### config.mk
export PLATFORM = sky130hd
export DESIGN_NAME = time_tag_counter
export DESIGN_NICKNAME = d
export VERILOG_FILES = /design/src/rtl/time_tag_counter.sv
export SDC_FILE = /design/constraint.sdc
export NUM_CORES = 1
export LEC_CHECK = 0
export BUFFER_PORTS_ARGS = -buffer_cell sky130_fd_sc_hd__buf_4
export CORE_ASPECT_RATIO = 0.6
export CORE_MARGIN = 10
export CORE_UTILIZATION = 56
export DETAILED_ROUTE_END_ITERATION = 10
export PLACE_DENSITY = 0.85
export SYNTH_ARGS = -nofsm -noshare
export SYNTH_HDL_FRONTEND = slang
export SYNTH_SLANG_ARGS = --single-unit
### constraint.sdc
create_clock -name clk -period 4.6 [get_ports clk]
set_clock_uncertainty 0.1 [all_clocks]
set_input_delay 0.23 -clock clk [delete_from_list [all_inputs] [get_ports clk]]
set_output_delay 0.23 -clock clk [all_outputs]
set_load 0.005 [all_outputs]
### src/rtl/time_tag_counter.sv
module time_tag_counter #(
  parameter int CNT_W  = 32,
  parameter int LOAD_W = 16,
  parameter int RES_W  = 3,
  parameter bit EXT_EN = 1'b1
) (
  input  logic              clk,
  input  logic              rst_n,
  input  logic              tick_1us,
  input  logic              ext_tick,
  input  logic [RES_W-1:0]  res_sel,
  input  logic              sync_data_en,
  input  logic              sync_rst_en,
  input  logic              strict_sync,
  input  logic              lock_low,
  input  logic              sync_wd_valid,
  input  logic [LOAD_W-1:0] sync_wd_data,
  input  logic              sync_nd_valid,
  input  logic              rd_ctl,
  input  logic              rd_low,
  output logic [CNT_W-1:0]  cnt_o,
  output logic [CNT_W-1:0]  snap_o
);

  localparam int STOP_CODE = (1 << RES_W) - 1;
  localparam int PRE_W     = STOP_CODE - 1;

  logic [CNT_W-1:0] cnt_q, cnt_nxt, cnt_loaded;
  logic [CNT_W-1:0] snap_q;
  logic [PRE_W-1:0] pre_q, pre_lim;
  logic [RES_W-1:0] res_q;
  logic res_chg, stopped, step, do_clr, do_load, snap_take;

  assign res_chg   = (res_sel != res_q);
  assign stopped   = (res_sel == RES_W'(STOP_CODE));
  assign pre_lim   = PRE_W'((32'd1 << res_sel) - 32'd1);
  assign step      = res_chg ? 1'b0 :
                     stopped ? (EXT_EN && ext_tick) :
                               (tick_1us && (pre_q == pre_lim));
  assign do_clr    = sync_nd_valid && sync_rst_en;
  assign do_load   = sync_wd_valid && sync_data_en && !(strict_sync && sync_wd_data[0]);
  assign snap_take = lock_low ? rd_low : rd_ctl;

  generate
    if (CNT_W > LOAD_W) begin : g_split
      assign cnt_loaded = {cnt_q[CNT_W-1:LOAD_W], sync_wd_data};
    end else begin : g_whole
      assign cnt_loaded = sync_wd_data[CNT_W-1:0];
    end
  endgenerate

  always_comb begin
    if (do_clr)       cnt_nxt = '0;
    else if (do_load) cnt_nxt = cnt_loaded;
    else if (step)    cnt_nxt = cnt_q + 1'b1;
    else              cnt_nxt = cnt_q;
  end

  always_ff @(posedge clk) begin
    if (!rst_n) begin
      cnt_q  <= '0;
      snap_q <= '0;
      pre_q  <= '0;
      res_q  <= '0;
    end else begin
      res_q <= res_sel;
      cnt_q <= cnt_nxt;
      if (res_chg || stopped)
        pre_q <= '0;
      else if (tick_1us)
        pre_q <= (pre_q == pre_lim) ? '0 : pre_q + 1'b1;
      if (snap_take)
        snap_q <= cnt_q;
    end
  end

  assign cnt_o  = cnt_q;
  assign snap_o = snap_q;

endmodule

# Yosys cells after proc, flatten, opt, wreduce, memory -nomap -nowiden

Cells that the tools add are included.

Add/subtract/negate cells: 3
Equality and inequality tests: 3
Shift operators: 1
Multiplexer cells: 6
Bitwise operators: 2
Reduce and logical (&&, ||, !) cells: 11

Operators by type and width:

| kind                    | count |
|---|---|
| $add A32 B1 Y32 const B | 1 |
| $mux W16                | 2 |
| $add A6 B1 Y6 const B   | 1 |
| $eq A6 B6 Y1            | 1 |
| $mux W6                 | 1 |
| $shl A1 B3 Y6 const A   | 1 |
| $sub A6 B1 Y6 const B   | 1 |
| $logic_and A1 B1 Y1     | 5 |
| $reduce_or A2 Y1        | 2 |
| $eq A3 B3 Y1 const B    | 1 |
| $mux W1                 | 3 |
| $ne A3 B3 Y1            | 1 |
| $not A1 Y1              | 2 |
| $reduce_and A2 Y1       | 1 |
| $reduce_bool A2 Y1      | 1 |
| $logic_not A1 Y1        | 1 |
| $logic_or A1 B1 Y1      | 1 |

Flip-flop bits (word level): 73
Bits of input ports: 31
Output and inout port bits: 64
Logic and storage cells: 31

# Logic depth before layout (Yosys ltp)

Gate-level depths: netlist of the first run.

Word-level depth: 8
Mapped depth: 11
Depth with buffers taken out: 9

# Worst setup path before layout of the first run

No wires, ideal clock.

Kind: in2reg
From: input res_sel[2]
To: register cnt_q[11], in the netlist cnt_o[11]
Setup time: 0.074 ns
Data arrival time: 2.926 ns
Required time: 4.426 ns
Setup slack: 1.499 ns
Stages on the path: 9
Path buffers: 1
Cell sequence: buf_2 > or3b_2 > ha_1 > nor3b_1 > or4_4 > a211oi_4 > nor2_2 > or4_1 > a31oi_1

Cells in the longest elaborated chain, start to end: 7
Elaborated cells on any way between the ends: 9
Classes of those cells: add/sub (1); eq/ne (3); shift (1); mux (2); reduce/logical (2)

RTL lines:

| item                                  | line | text |
|---|---|---|
| start: declaration                    | 11   | `input logic [RES_W-1:0] res_sel,` |
| $shl A1 B3 Y6                         | 36   | `assign pre_lim = PRE_W'((32'd1 << res_sel) - 32'd1);` |
| $sub A6 B1 Y6                         | 36   |  |
| $eq A6 B6 Y1                          | 39   | `(tick_1us && (pre_q == pre_lim));` |
| $logic_and A1 B1 Y1                   | 39   |  |
| $mux W1                               | 38   | `stopped ? (EXT_EN && ext_tick) :` |
| $mux W1 *                             | 37   | `assign step = res_chg ? 1'b0 :` |
| $reduce_bool A2 Y1 (no source line) * | -    |  |
| end signal: assignment                | 67   | `cnt_q <= cnt_nxt;` |
| end: declaration                      | 28   | `logic [CNT_W-1:0] cnt_q, cnt_nxt, cnt_loaded;` |

Mark *: on every way between the ends. The rest lies on a longest branch, timed or not.
A chain may end at the register's enable or synchronous reset.

# Final worst setup path of the first run

From: input res_sel[2]
To: register cnt_q[24], in the netlist cnt_o[24]

Cells in the longest elaborated chain, start to end: 7
Elaborated cells on any way between the ends: 9
Classes of those cells: add/sub (1); eq/ne (3); shift (1); mux (2); reduce/logical (2)

RTL lines:

| item                                 | line |
|---|---|
| $shl A1 B3 Y6                        | 36 |
| $sub A6 B1 Y6                        | 36 |
| $eq A6 B6 Y1                         | 39 |
| $logic_and A1 B1 Y1                  | 39 |
| $mux W1                              | 38 |
| $mux W1 *                            | 37 |
| $reduce_and A2 Y1 (no source line) * | - |

Marks and branches as above.

==> results of run 1 <==
==> cell families (layout without fill, tap and decap cells) <==
kind of cell | count (synthesis) | in the layout | synth area share
mux | 4 | 4 | 0.0120
buf+inv | 33 | 121 | 0.0371
flops | 73 | 73 | 0.425
compound gates | 118 | 118 | 0.222
fa+ha+maj | 3 | 3 | 0.0109
xor+xnor | 24 | 24 | 0.0612
simple gates | 165 | 165 | 0.232
==> sequential cells by signal, indices dropped and copies added (netlist names) <==
name and count:
res_q 3, snap_o 32, pre_q 6, cnt_o 32
==> Yosys cell counts, drive strengths merged, types with 2 or more instances <==
cell type,instances
nand2,84
dfxtp,73
a21oi,35
o21ai,28
a21boi,24
clkbuf,20
nor2,19
xor2,17
inv,9
nand3,9
or3,9
and3,8
nand4,7
o31ai,7
or4,7
xnor2,7
a31oi,5
and2,5
o2111ai,5
and4,4
o211ai,4
buf,3
ha,3
mux2i,3
nor3,3
o311ai,3
a211oi,2
nand2b,2
nor3b,2
==> final timing paths <==
kind	end	slack, ns	depth (start not counted)
setup / recovery	cnt_o[24]	1.29	9
setup reg to reg	cnt_o[24]	1.67	7
hold reg to reg	snap_o[6]	0.36	2
hold / removal	cnt_o[7]	0.06	3
==> metal layers <==
metal,up-vias,track usage,routed length (um)
li1,1656,-,-
met1,1629,0.263,4600
met2,154,0.323,4560
met3,16,0.0747,956
met4,0,0.0533,89
met5,-,0,0
==> final cells by class <==
class / instances / area (sq um) / area share
repair buffers: 95 / 713 / 0.162
well taps: 80 / 100 / 0.0228
clock inverters: 5 / 78.8 / 0.0179
clock buffers: 11 / 141 / 0.0321
inverters: 10 / 37.5 / 0.00853
multi-input cells: 314 / 1870 / 0.424
flip-flops and latches: 73 / 1460 / 0.332
==> power breakdown <==
part | internal [W] | total [W] | switching (W)
logic | 0.0000532 | 0.000119 | 0.0000658
clock network | 0.000319 | 0.000553 | 0.000234
registers | 0.000644 | 0.000659 | 0.0000152
==> cells in the final DEF (no fill, tap or decap), types with 3 or more instances in the layout <==
cell type | netlist | final
clkbuf_8 | 0 | 10
or3_1 | 9 | 9
or4_1 | 6 | 6
nand2_1 | 84 | 84
and2_1 | 5 | 5
xor2_1 | 17 | 17
buf_4 | 0 | 95
xnor2_1 | 7 | 7
and3_1 | 8 | 8
o31ai_1 | 7 | 7
nand3_1 | 9 | 9
a21oi_1 | 35 | 35
nor2_1 | 18 | 18
inv_1 | 9 | 9
dfxtp_1 | 73 | 73
nand4_1 | 7 | 7
o21ai_0 | 28 | 28
a21boi_0 | 24 | 24
a31oi_1 | 5 | 5
ha_1 | 3 | 3
o2111ai_1 | 5 | 5
and4_1 | 4 | 4
==> critical path: stages <==
cell	delay [ns]
buf_4	0.15
or3b_2	0.47
ha_1	0.23
nor3b_1	0.17
or4_4	0.54
a211oi_4	0.70
o211ai_2	0.30
or4_1	0.49
a21oi_1	0.19
==> metrics by stage <==
stage	power (W)	hold slack (ns)	area, sq um	utilization
CTS	0.00134	0.0553	4400	0.764
global placement	0.000787	0.339	4180	0.726
floorplan	0.000733	0.313	3440	-
detailed placement	0.000791	0.348	4180	0.726
finish	0.00133	0.0626	4400	0.764
global route	0.00138	0.0786	4400	0.764
==> impl_metrics.json, run 1 <==
{
  "ys_seq_area_frac": 0.425,
  "cp.arrival_ns": 3.48,
  "grt_use_total": 0.206,
  "yosysTopAreaCell": "dfxtp_1",
  "setup_viol": 0,
  "wl_per_cell_um": 17.4,
  "pre_cts_ws_ns": 1.04,
  "vias_per_cell": 5.88,
  "die_area_sq_mm": 0.00977,
  "num_antenna_cells": 0,
  "finalCriticalPeriod_ns": 3.31,
  "first_global_vias": 3185,
  "rsz0062_at_grt": "no",
  "r2r_start": "pre_q[2]",
  "ys_types": 47,
  "area_growth_pct": 28.0,
  "synth_area_sq_mm": 0.00344,
  "critPathKind": "in -> reg",
  "synth_top_area_frac": 0.425,
  "startpoint": "res_sel[2]",
  "period_share": 0.720,
  "start_kind": "input port",
  "maxSlewViolCount": 0,
  "synth_seq_cells": 73,
  "finalHoldViolations": 0,
  "cts_resized": 0,
  "io_pins": 95,
  "final_nets": 537,
  "gp_congestion": 0.846,
  "ys_top_cells_by_area": "dfxtp_1 43%, nand2_1 9.2%, a21boi_0 5.2%",
  "grt_max_degree": 35,
  "die_x_um": 121,
  "cts_max_level": 3,
  "required_ns": 4.77,
  "synth-async-reset-ratio": 0,
  "dp_cells": 572,
  "avgSynthCellArea_sq_um": 8.18,
  "die_h_um": 80.7,
  "fin_ws_ns": 1.29,
  "peakVddDrop_uv": 328,
  "cts_tree": "yes",
  "syn_inst": 420,
  "clock_path_buffers": 2,
  "via_count": 3455,
  "power_leakage_nw": 1.69,
  "cap_violations": 0,
  "drt_pass1_iterations": 6,
  "clock_latency_ns": 0.35,
  "hp-class": "in -> reg",
  "min_from": "sync_wd_data[7]",
  "post-cts-setup-buffers": 0,
  "slew_headroom": 0.313,
  "tightest_slew_ns": 1.01,
  "start_util": 0.597,
  "core-area_sq_mm": 0.00575,
  "drtIter0Drc": 358,
  "antenna_found_initial": 0,
  "grt_pass1_wl_mm": 16.4,
  "status": "complete, no violations",
  "wirelength_mm": 10.2,
  "cp-end-kind": "register",
  "drtAntennaViolNets": 0,
  "clk_transition_reported_paths_ns": 0.08,
  "drive_above_1_share": 0.236,
  "synth_edf_count": 0,
  "yosysWarnings": 0,
  "worstPathMaxFanout": 17,
  "fmax_mhz": 302,
  "io_buffers": 94,
  "syn_nets": 454,
  "cts_buffers": 9,
  "final_cell_count_no_fill": 588,
  "row_count": 21,
  "cts_sinks": 73,
  "nFillCells": 439,
  "clockRootBuffer": "clkbuf_8",
  "gr-total-overflow": 0,
  "setup_tns_ns": 0,
  "drc_errors": 0,
  "powerDensity_mw_per_mm2": 303,
  "synth_ff_type": "dfxtp_1",
  "cts_hold_buf": 0,
  "dp_hpwl_mm": 7.36
}
(Power assumes the default switching activity.)
==> inputs of run 2 (changes only) <==
- CORE_UTILIZATION: 56 -> 47
- PLACE_DENSITY: 0.85 -> 0.76
- clock period: 4.6 -> 2.72 ns (I/O delays scaled with it)
==> run 2 against run 1 <==
Against the previous run: the run now ends with setup timing left; combinational power up 92%; worst hold slack worse by 0.051 ns; critical path depth did not move; cell count up 6.5%; sequential cell count stayed put; first-iteration DRC count grew 15%.
==> impl_metrics.json, run 2 (synthesis gave the netlist of run 1 again) <==
{
  "wirelength_mm": 10.7,
  "core-area_sq_mm": 0.00718,
  "die_x_um": 130,
  "max_stage_delay_ns": 0.70,
  "fin_util": 0.661,
  "gr-total-overflow": 0,
  "start_kind": "input port",
  "powerDensity_mw_per_mm2": 504,
  "cp-end-kind": "register",
  "final_nets": 568,
  "cts_tree": "yes",
  "drc_errors": 0,
  "via_count": 3534,
  "cts_buffers": 9,
  "hp-class": "in -> reg",
  "p_sw_w": 0.000549,
  "hold_slack_ns": 0.0113,
  "row_count": 24,
  "start_util": 0.479,
  "worstPathMaxFanout": 4,
  "final_common_cell": "buf_4",
  "status": "complete, but fails checks",
  "setup_viol": 1,
  "slowest_stage": "a2111oi_0",
  "gp_congestion": 0.895,
  "required_ns": 2.81,
  "fmax_mhz": 355,
  "wl_per_cell_um": 17.1,
  "drive_above_1_share": 0.273,
  "p_int_w": 0.00184,
  "die_h_um": 86.2,
  "cap_violations": 0,
  "layout_common_cells": "119 x buf_4, 84 x nand2_1, 73 x dfxtp_1",
  "peakVddDrop_uv": 416,
  "drt_pass1_iterations": 5,
  "die_area_sq_mm": 0.0112,
  "dp_hpwl_mm": 7.74,
  "drtAntennaViolNets": 0,
  "drtIter0Drc": 411,
  "finalCriticalPeriod_ns": 2.82,
  "io_buffers": 94,
  "first_global_vias": 3454,
  "antenna_found_initial": 0,
  "grt_use_total": 0.188,
  "clock_latency_ns": 0.33,
  "dr_wl_met2_mm": 4.57,
  "p_seq_frac": 0.465,
  "slew_headroom": 0.311,
  "maxSlewViolCount": 0,
  "period_share": 1.04,
  "route.met3.wl_mm": 1.04,
  "p_clk_frac": 0.439,
  "io_pins": 95,
  "finalHoldViolations": 0,
  "comb_power_share": 0.095,
  "area_growth_pct": 38.1,
  "critPathKind": "in -> reg",
  "cpMostUsedCell": "buf_4",
  "cts_max_level": 3,
  "highest_layer": "met4",
  "totalPowerFinal_w": 0.00239,
  "clk_transition_reported_paths_ns": 0.06,
  "power_leakage_nw": 1.85,
  "dp_cells": 606,
  "crit_chain": "buf_4 -> or3b_4 -> ha_4 -> and3_4 -> or4_4 -> buf_4 -> a211o_1 -> a2111oi_0 -> o21ai_0",
  "grt_pass1_wl_mm": 17.3,
  "cp.arrival_ns": 2.90,
  "grt_max_degree": 34,
  "fin_ws_ns": -0.0961,
  "clock_path_buffers": 2,
  "vias_per_cell": 5.65,
  "clockRootBuffer": "clkbuf_16",
  "failed_checks": "setup timing",
  "wl_met1_mm": 4.99,
  "tightest_slew_ns": 1.01,
  "netSwitchingFraction": 0.230,
  "cts_sinks": 73,
  "final_cell_count_no_fill": 626,
  "num_antenna_cells": 0
}
-- run 2: cell types whose count changed in the layout (fill, tap and decap cells not counted), sizes merged --
cell / delta
buf: +25
dlygate4sd3: +6
bufinv: -2
clkinv: -2
-- run 2: area by class of cell --
cell class | instances | area (sq um)
fill | 622 | 2430
multi-input combinational | 314 | 1910
sequential | 73 | 1460
timing repair buffer | 126 | 965
clock buffer | 11 | 253
tap | 91 | 114
inverter | 10 | 37.5
clock inverter | 1 | 5.00
-- run 2: through the flow --
stage	setup TNS (ns)	setup WS [ns]	cell area [sq um]
floorplan	-1.14	-0.222	3490
global placement	-2.01	-0.198	4390
detailed placement	-3.17	-0.281	4390
CTS	0	0.0764	4710
global route	-0.157	-0.157	4750
finish	-0.0961	-0.0961	4750
-- run 2: path summary, 6_finish.rpt --
check,start,endpoint,slack (ns),cells past startpoint
worst min-delay path,sync_wd_data[8],cnt_o[8],0.01,3
worst max register to register,pre_q[2],cnt_o[30],0.03,8
worst max-delay path,res_sel[1],cnt_o[30],-0.1,9
worst min register to register,snap_o[7],snap_o[7],0.35,2
-- run 2: critical path, delay by kind of cell --
kind,cells,cell delay [ns]
fa+ha+maj,1,0.18
simple gates,3,1.08
buf+inv,2,0.28
compound gates,3,1.23
-- run 2: timing repair --
| action | in CTS | in global routing |
|---|---|---|
| endpoints found under the setup margin | 0 | 3 |
| setup buffers | 0 | 2 |
| hold buffers | 6 | 0 |
| resized for setup | 0 | 3 |
| endpoints found under the hold margin | 6 | 0 |
-- run 2: metal layers --
layer | vias to the layer above | global-route usage
li1 | 1703 | -
met1 | 1685 | 0.247
met2 | 134 | 0.288
met3 | 12 | 0.0701
met4 | 0 | 0.0402
met5 | - | 0
-- run 2: power by group through the flow --
| stage | combinational (W) | sequential [W] | clock [W] |
|---|---|---|---|
| final | 0.000228 | 0.00111 | 0.00105 |
| after global routing | 0.000250 | 0.00112 | 0.00111 |
| after CTS | 0.000228 | 0.00111 | 0.00107 |
| after detailed placement | 0.000220 | 0.00113 | 0 |
| after global placement | 0.000214 | 0.00113 | 0 |
| after floorplan | 0.000113 | 0.00113 | 0 |
==> inputs of run 3 (changes only) <==
- CORE_ASPECT_RATIO: 0.6 -> unset
- GPL_TIMING_DRIVEN: unset -> 1
- TNS_END_PERCENT: unset -> 50
==> run 3 against run 2 <==
Against the previous run: highest routed layer unchanged; combinational power rose by 2%; the run now ends clean; critical endpoint is now cnt_o[18]; cell area decreased by 0.24%; die area decreased by 1.0%; maximum frequency rose by 7.8%; register-to-register slack gained 0.16 ns; total power is 6.1% lower; critical path type unchanged; clock-buffer cell count grew 3.
==> impl_metrics.json, run 3 (synthesis gave the netlist of run 1 again) <==
{
  "clk_transition_reported_paths_ns": 0.07,
  "io_buffers": 94,
  "first_global_vias": 3395,
  "drtIter0Drc": 186,
  "rsz0062_at_grt": "no",
  "grt_max_degree": 34,
  "final_nets": 571,
  "setup_tns_ns": 0,
  "post-cts-setup-buffers": 0,
  "finalHoldViolations": 0,
  "via_count": 3521,
  "vias_per_cell": 5.49,
  "die_x_um": 106,
  "io_pins": 95,
  "finalCriticalPeriod_ns": 2.61,
  "final_common_cell": "buf_4",
  "crit_chain": "buf_4 -> or3b_4 -> ha_4 -> and3_4 -> or4_4 -> a211oi_4 -> o211ai_2 -> buf_4 -> or3_1 -> a21oi_1",
  "fmax_mhz": 383,
  "drive_above_1_share": 0.266,
  "gr-total-overflow": 0,
  "grt_use_total": 0.185,
  "period_share": 0.960,
  "die_area_sq_mm": 0.0111,
  "dp_cells": 612,
  "crit_buf_inv": 2,
  "maxSlewViolCount": 0,
  "reg2reg_depth": 9,
  "grt_pass1_wl_mm": 17.2,
  "tightest_slew_ns": 0.976,
  "die_h_um": 106,
  "cts_buffers": 9,
  "layout_common_cells": "116 x buf_4, 84 x nand2_1, 73 x dfxtp_1",
  "gp_congestion": 0.800,
  "num_antenna_cells": 0,
  "slew_headroom": 0.335,
  "required_ns": 2.89,
  "clock_path_buffers": 2,
  "area_growth_pct": 37.8,
  "cp-end-kind": "register",
  "setup_viol": 0,
  "drt_pass1_iterations": 5,
  "cpMostUsedCell": "buf_4",
  "cts_max_level": 3,
  "core-area_sq_mm": 0.00718,
  "cts_tree": "yes",
  "row_count": 31,
  "cp.arrival_ns": 2.78,
  "cpLargestDelayFamily": "simple AND/OR/NAND/NOR gates",
  "status": "complete, no violations",
  "clock_latency_ns": 0.36,
  "dp_hpwl_mm": 7.21,
  "peakVddDrop_uv": 255,
  "final_cell_count_no_fill": 641,
  "clockRootBuffer": "clkbuf_8",
  "power_leakage_nw": 1.84,
  "slowest_stage": "or4_4",
  "start_util": 0.479,
  "hp-class": "in -> reg",
  "drc_errors": 0,
  "wl_per_cell_um": 16.0,
  "max_stage_delay_ns": 0.53,
  "powerDensity_mw_per_mm2": 474,
  "hold_depth": 3,
  "cts_sinks": 73,
  "antenna_found_initial": 0,
  "cap_violations": 0,
  "start_kind": "input port",
  "cp.depth": 10,
  "worstPathMaxFanout": 6,
  "nFillCells": 582,
  "critPathKind": "in -> reg",
  "drtAntennaViolNets": 0,
  "wirelength_mm": 10.3
}
==> run 3: metrics by stage <==
stage                     utilization  hold WS [ns]  setup slack (ns)  total power, W  cell area, sq um
after floorplan                     -         0.219            -0.222         0.00125              3490
after global placement          0.612         0.317            -0.204         0.00134              4390
after detailed placement        0.612         0.323            -0.243         0.00135              4390
after CTS                       0.659        0.0304             0.124         0.00225              4730
after global routing            0.660        0.0780            0.0136         0.00233              4730
final                           0.660        0.0462             0.108         0.00224              4730
==> run 3: worst paths after layout <==
path / start / endpoint / slack [ns]
worst max-delay path: res_sel[1] / cnt_o[18] / 0.11
worst min register to register: snap_o[5] / snap_o[5] / 0.36
worst max register to register: pre_q[2] / cnt_o[18] / 0.19
worst min-delay path: sync_wd_data[8] / cnt_o[8] / 0.05
==> run 3: layout make-up <==
type                    count  area (sq um)  area share
clock inverters             2          35.0     0.00740
well taps                  99           124      0.0262
multi-input cells         314          1900       0.402
clock buffers              14           173      0.0365
repair buffers            129          1000       0.211
flip-flops and latches     73          1460       0.309
inverters                  10          37.5     0.00793
==> run 3: worst reg2reg max path: stages (launching register included) <==
cell	delay (ns)
dfxtp_1	0.42
xor2_1	0.24
and4_1	0.22
o311ai_1	0.08
buf_4	0.18
a211oi_4	0.31
o211ai_2	0.19
buf_4	0.19
or3_1	0.32
a21oi_1	0.18
==> run 3: report_power, final <==
| part | total, W | internal (W) | switching (W) |
|---|---|---|---|
| Combinational | 0.000233 | 0.000114 | 0.000120 |
| Sequential | 0.00111 | 0.00109 | 0.0000213 |
| Clock | 0.000900 | 0.000499 | 0.000402 |
| Total | 0.00224 | 0.00170 | 0.000543 |
==> run 3: per-layer routing <==
| metal | wire [um] | vias up | part of all wire | track usage |
|---|---|---|---|---|
| met4 | 189 | 0 | 0.018 | 0.0706 |
| li1 | - | 1723 | - | - |
| met1 | 4420 | 1672 | 0.43 | 0.220 |
| met3 | 602 | 13 | 0.059 | 0.0463 |
| met2 | 5080 | 113 | 0.49 | 0.313 |
| met5 | 0 | - | 0 | 0 |
==> run 3: what timing repair did <==
item                                    in CTS  in global routing
hold endpoints to repair                    13                  0
endpoints found under the setup margin       0                  5
hold buffers                                13                  0
gates resized for setup                      0                  2
